[config.mk]
export PLATFORM = sky130hd
export DESIGN_NAME = mode_seq
export DESIGN_NICKNAME = d
export VERILOG_FILES = /design/src/rtl/mode_seq.sv
export SDC_FILE = /design/constraint.sdc
export NUM_CORES = 1
export LEC_CHECK = 0
export ABC_AREA = 0
export BUFFER_PORTS_ARGS = -buffer_cell sky130_fd_sc_hd__buf_4
export CAP_MARGIN = 15
export CORE_UTILIZATION = 30
export CTS_CLUSTER_SIZE = 20
export DETAILED_ROUTE_END_ITERATION = 8
export SKIP_LAST_GASP = 1
export SYNTH_ARGS = -nofsm -noshare
export SYNTH_HDL_FRONTEND = slang
export SYNTH_SLANG_ARGS = --single-unit
[constraint.sdc]
create_clock -name clk -period 2.8 [get_ports clk]
set_input_delay 0.28 -clock clk [delete_from_list [all_inputs] [get_ports clk]]
set_output_delay 0.28 -clock clk [all_outputs]
set_load 0.005 [all_outputs]
[src/rtl/mode_seq.sv]
module mode_seq #(
  parameter int HOLD_CYC = 16,
  parameter int DGL_CYC  = 4,
  parameter int MODE_W   = 3,
  parameter int AUTO_MODE = 4
) (
  input  logic              clk,
  input  logic              rst_n,
  input  logic              en,
  input  logic              uvlo_ok,
  input  logic [MODE_W-1:0] mode_req,
  input  logic              div_swap,
  input  logic              ot_flt,
  input  logic              oc_raw,
  output logic              pwr_on,
  output logic              dsw_on,
  output logic              dchg_on,
  output logic [MODE_W:0]   mode_out,
  output logic              fault_n
);
  localparam int TW = $clog2(HOLD_CYC + 1);
  localparam int DW = $clog2(DGL_CYC + 1);
  localparam logic [MODE_W-1:0] AUTO = MODE_W'(AUTO_MODE);

  typedef enum logic [1:0] {S_OFF, S_DCHG, S_ACT, S_FLT} st_t;

  st_t              st;
  logic [TW-1:0]    tmr;
  logic [DW-1:0]    dcnt;
  logic             oc_q;
  logic [MODE_W-1:0] pend, cur;
  logic             pend_div, cur_div;
  logic             flt;

  always_ff @(posedge clk or negedge rst_n)
    if (!rst_n) begin
      oc_q <= 1'b0;
      dcnt <= '0;
    end else if (oc_raw == oc_q) begin
      dcnt <= '0;
    end else if (dcnt == DW'(DGL_CYC - 1)) begin
      oc_q <= oc_raw;
      dcnt <= '0;
    end else begin
      dcnt <= dcnt + 1'b1;
    end

  assign flt     = ot_flt | oc_q;
  assign fault_n = ~flt;

  always_ff @(posedge clk or negedge rst_n)
    if (!rst_n) begin
      st       <= S_OFF;
      tmr      <= '0;
      pend     <= '0;
      pend_div <= 1'b0;
      cur      <= '0;
      cur_div  <= 1'b0;
    end else if (!en || !uvlo_ok) begin
      st <= S_OFF;
    end else if (flt) begin
      st <= S_FLT;
    end else begin
      case (st)
        S_OFF, S_FLT: begin
          st       <= S_DCHG;
          tmr      <= '0;
          pend     <= mode_req;
          pend_div <= 1'b0;
        end
        S_DCHG: begin
          if (mode_req != pend) begin
            pend     <= mode_req;
            pend_div <= 1'b0;
            tmr      <= '0;
          end else if (tmr == TW'(HOLD_CYC - 1)) begin
            st      <= S_ACT;
            cur     <= pend;
            cur_div <= pend_div;
          end else begin
            tmr <= tmr + 1'b1;
          end
        end
        default: begin
          if (mode_req != cur) begin
            st       <= S_DCHG;
            pend     <= mode_req;
            pend_div <= 1'b0;
            tmr      <= '0;
          end else if (div_swap && cur == AUTO) begin
            st       <= S_DCHG;
            pend     <= cur;
            pend_div <= ~cur_div;
            tmr      <= '0;
          end
        end
      endcase
    end

  assign pwr_on   = (st == S_ACT);
  assign dsw_on   = (st == S_ACT);
  assign dchg_on  = (st == S_OFF) || (st == S_DCHG);
  assign mode_out = {cur_div, cur};
endmodule

; Word-level counts from Yosys, hierarchy flattened
; Index checks and enable logic that the tools add are counted.
[classes]
n_bitwise = 6
n_eq_ne = 13
addsub = 2
reduce_logical = 14
mux = 22
[op_table]
columns = op, count
row1 = 5-bit 2-to-1 mux, 4
row2 = 3-bit 2-to-1 mux, 5
row3 = 2-bit 2-to-1 mux, 6
row4 = 5-bit case mux with 2 select lines, 1
row5 = 4-bit inequality test (second input constant), 2
row6 = 4-bit AND reduction, 2
row7 = 3-bit inequality test, 2
row8 = 3-bit case mux with 2 select lines, 1
row9 = 6-bit nonzero test, 1
row10 = 5-bit by 1-bit adder with 5-bit output (second input constant), 1
row11 = 5-bit by 4-bit == test with 1-bit output (second input constant), 1
row12 = 1-bit NOT, 5
row13 = 5-bit AND reduction, 1
row14 = 2-bit == test (second input constant), 2
row15 = 2-bit case mux with 2 select lines, 1
row16 = 4-bit nonzero test, 1
row17 = 3-bit by 1-bit adder with 3-bit output (second input constant), 1
row18 = 3-bit by 2-bit == test with 1-bit output (second input constant), 1
row19 = 3-bit == test (second input constant), 1
row20 = 1-bit 2-to-1 mux, 3
row21 = 3-bit inequality test (second input constant), 1
row22 = 3-bit AND reduction, 1
row23 = 2-bit by 1-bit == test with 1-bit output (second input constant), 1
row24 = 1-bit logical NOT, 2
row25 = 9 further kinds, 10
[word_totals]
word_cells = 65
register_bits = 19
out_inout_bits = 8
in_bits = 10

; Depth between registers and ports, before layout
[depth]
word_depth = 7
ltp_mapped = 7
mapped_depth_nobuf = 7

; Least setup slack after synthesis
; No wires, ideal clock.
[synth_timing]
kind = register -> register
from = reg tmr[0]
to = reg tmr[3]
setup_time_ps = 78
path_buffers = 0
period_less_slack_ps = 1792
arrival_time_ps = 1714
slack_ps = 1008
path_stages_with_launch = 8
required_ps = 2722
path_cell_list = dfrtp_1 > ha_1 > and3_1 > ha_1 > inv_1 > and4_1 > or3b_1 > o2bb2ai_1
[synth_via]
elab_chain_cells = 4
elab_cells_between_ends = 7
cone_classes = add/sub: 1 / eq/ne: 2 / mux: 3 / reduce/logical: 1
[synth_rtl]
columns = item, line_no
row1 = start: declaration, 28  ; logic [TW-1:0] tmr;
row2 = start signal: assignment, 81  ; tmr <= tmr + 1'b1;
row3 = 5-bit by 1-bit adder with 5-bit output, 81
row4 = 5-bit 2-to-1 mux, 76  ; end else if (tmr == TW'(HOLD_CYC - 1)) begin
row5 = 5-bit 2-to-1 mux, 72  ; if (mode_req != pend) begin
row6 = 5-bit case mux with 2 select lines, 64  ; case (st)
; Several ways; a longest one is shown, not always the timed one. The select of a mux whose other input is x is not followed.
; A chain may end at the register's enable or synchronous reset.

; Final worst setup path
; Same ends and word-level chain as after synthesis.

==> run_results.csv <==
group,metric,value,unit
synth,synthArstFlopShare,1.000,
synth,synth_cell_types,28,
route,post_drt_wl_per_cell,12.99,um
sta,finalSetupTns,0,ns
finish,nets,115,
clock_tree,cts_tree,"built",
grt,grt_usage,0.1230,
worst_setup_path,end_kind,"register",
route,via_per_inst,4.828,
clock_tree,ctsRootBufferMaster,"clkbuf_4",
sta,rsz0062_at_grt,"false",
route,wirelength,1.883,mm
sta,drv_slew,0,
synth,syn_nets,94,
sta,max-slew-margin-rel,0.5943,
synth,synth_edf_count,0,
power,total_power,660.9,uW
sta,period_share,0.6918,
synth,yosys_warnings,0,
route,num_vias,700,
synth,yosys_most_used_dff,"dfrtp_1",
synth,synthCells,81,
synth,synth.avg_cell_area,12.17,sq um
worst_setup_path,path_common_cell,"ha_1",
sta,post-route-min-period,1.937,ns
grt,grt_pass1_wl,3.146,mm
finish,register_area,475.5,sq um
die,die_w,59.33,um
worst_setup_path,arrival,2.18,ns
synth,synthAdderAreaFrac,0.03807,
worst_setup_path,cp_slowest_cell,"dfrtp_1",
worst_hold_path,hold_class,"input port to register",
finish,antenna_cells,0,
route,drc,0,
sta,max_slew.worst_pin.slew,0.6039,ns
die,boundaryPins,18,
grt,grt_pass1_vias,715,
finish,fin_cells,145,
die,start_util,0.3203,
clock_tree,postCtsSetupRepairBufs,0,
route,drtPass1Iterations,3,
synth,syn_area,985.9,sq um
grt,gr-total-overflow,0,
power,power.density,554.9,mW/mm^2
worst_setup_path,crit_buf_inv,1,
placed_design,dpl.hpwl,1.457,mm
finish,area_growth,20.81,%
synth,yosysSeqAreaShare,0.4822,
sta,setup_violations,0,
synth,yosys.area_share.simple,0.1739,
power,p_leak,0.5586,nW
placed_design,port_buffers,17,
grt,grt_antenna_before_repair,0,
synth,synthXorXnorAreaFrac,0.06218,
sta,hold_viol_final,0,
finish,finish.utilization,0.3870,
finish,drive_gt1_frac,0.3564,
synth,synth_top_family_by_area,"simple AND/OR/NAND/NOR gates",
route,ant_nets,0,
grt,grt_max_degree,20,
synth,synth_compound_area_frac,0.09898,
power,ir_worst_vdd,0.2651,mV
clock_tree,hold_buffers,1,
run_status,outcome,"complete, no violations",
die,core_area,0.003078,sq mm
clock_tree,htreeDepth,1,
die,rows,20,
worst_setup_path,critPathLaunchType,"register",
synth,ys_ff_latch,19,
sta,finalClockSkew,0.003003,ns
placed_design,place_congestion,0.7064,
finish,multi_input_area,480.5,sq um
die,die_area,0.003519,sq mm
worst_setup_path,critPathMaxStageDelay,0.41,ns
placed_design,dpl.cell_count,140,
worst_setup_path,cp_top_family,"simple AND/OR/NAND/NOR gates",
clock_tree,clk-insertion-delay-late,0.31,ns
clock_tree,path_clk_slew,0.11,ns
route,drt_iter0_drc,6,
clock_tree,cts.repair.resized,0,
sta,fmax,516.2,MHz
finish,nFillCells,308,
job,maxCapViolations,0,
clock_tree,numCtsBuffers,3,
die,die_y,59.33,um
worst_setup_path,required,3.04,ns
worst_setup_path,crit_fanout,4,
clock_tree,max-clock-path-buffers,2,
clock_tree,cts.sinks,19,
worst_setup_path,path_cells,"ha_1 -> and3_1 -> ha_1 -> inv_1 -> and4_1 -> or3b_1 -> o2bb2ai_1",
synth,synth.mux.area_fraction,0.1142,
worst_setup_path,path_class,"register to register",
-- routing by layer --
metal | up-vias | share of wire | global-route usage
li1 | 336 | - | -
met1 | 343 | 0.45 | 0.1519
met2 | 16 | 0.49 | 0.2022
met3 | 5 | 0.039 | 0.01965
met4 | 0 | 0.025 | 0.07143
met5 | - | 0 | 0
-- power breakdown --
| part | switching, mW | total, mW | internal [mW] |
|---|---|---|---|
| sequential | 0.0388 | 0.358 | 0.319 |
| clock | 0.0906 | 0.144 | 0.0535 |
| combinational | 0.0717 | 0.159 | 0.0871 |
| total | 0.201 | 0.661 | 0.460 |
-- worst reg2reg max path, stage by stage, from the launching register on --
cell and delay (ns):
dfrtp_1 0.41, ha_1 0.21, and3_1 0.19, ha_1 0.22
inv_1 0.12, and4_1 0.23, or3b_1 0.35, o2bb2ai_1 0.14
-- path summary, 6_finish.rpt --
kind / cells after the start / start / slack, ns / end
setup / recovery: 7 / tmr[0] / 0.86 / tmr[3]
hold / removal: 2 / uvlo_ok / 0.22 / st[1]
setup reg to reg: 7 / tmr[0] / 0.86 / tmr[3]
hold reg to reg: 1 / dcnt[0] / 0.46 / dcnt[0]
max in group asynchronous: 2 / rst_n / 2.23 / pend_div
min in group asynchronous: 2 / rst_n / 0.37 / st[1]
-- per-stage QoR --
stage,setup slack (ns),hold slack [ns],cell area [sq um]
2_1_floorplan,1.008,-0.01559,985.9
3_3_place_gp,0.9360,0.1662,1154
3_5_place_dp,0.8714,0.1722,1154
4_1_cts,0.8599,0.2077,1191
5_1_grt,0.7183,0.2080,1191
6_report,0.8628,0.2151,1191
-- state kept, by name, summed over array words and instances (netlist names) --
| signal | count |
|---|---|
| cur_div | 1 |
| oc_q | 1 |
| dcnt | 3 |
| pend | 3 |
| pend_div | 1 |
| st | 2 |
| cur | 3 |
| tmr | 5 |
-- layout by cell type (no fill, tap or decap), types with 2 or more instances in the layout --
| master | synthesis | routed |
|---|---|---|
| inv_1 | 4 | 4 |
| xnor2_1 | 7 | 7 |
| nor3_4 | 2 | 2 |
| buf_4 | 2 | 17 |
| clkbuf_4 | 0 | 3 |
| nand2_1 | 2 | 2 |
| nand4_1 | 2 | 2 |
| o221ai_1 | 2 | 2 |
| ha_1 | 3 | 3 |
| o211ai_1 | 2 | 2 |
| dfrtp_1 | 19 | 19 |
| a22o_1 | 3 | 3 |
| nor2b_1 | 5 | 5 |
| nor2_1 | 2 | 2 |
| nor3_1 | 3 | 3 |
| mux2_2 | 10 | 10 |
-- synth_stat cells (2+ instances only) --
master	instances	area share
nand2_1	2	0.0076
xnor2_1	7	0.062
mux2_2	10	0.11
nand4_1	2	0.013
nor2b_1	5	0.032
dfrtp_1	19	0.48
buf_4	2	0.015
o211ai_1	2	0.015
ha_1	3	0.038
nor3_4	2	0.033
o221ai_1	2	0.018
nor2_1	2	0.0076
a22o_1	3	0.027
inv_1	4	0.015
nor3_1	3	0.015
-- logic make-up after synthesis --
family                     after synthesis
AOI/OAI and AO/OA                       12
xor gates and xnor gates                 7
adders and majority gates                3
buffers and inverters                    6
DFF                                     19
muxes                                   10
and+or+nand+nor                         24
-- layout make-up --
type                            instances  area share
Clock buffer                            3     0.01891
Clock inverter                          1    0.004202
Inverter                                4     0.01261
Multi-Input combinational cell         56      0.4034
Sequential cell                        19      0.3992
Tap cell                               44     0.04622
Timing Repair Buffer                   18      0.1155
Note: power is estimated with default switching activity, not from simulation.
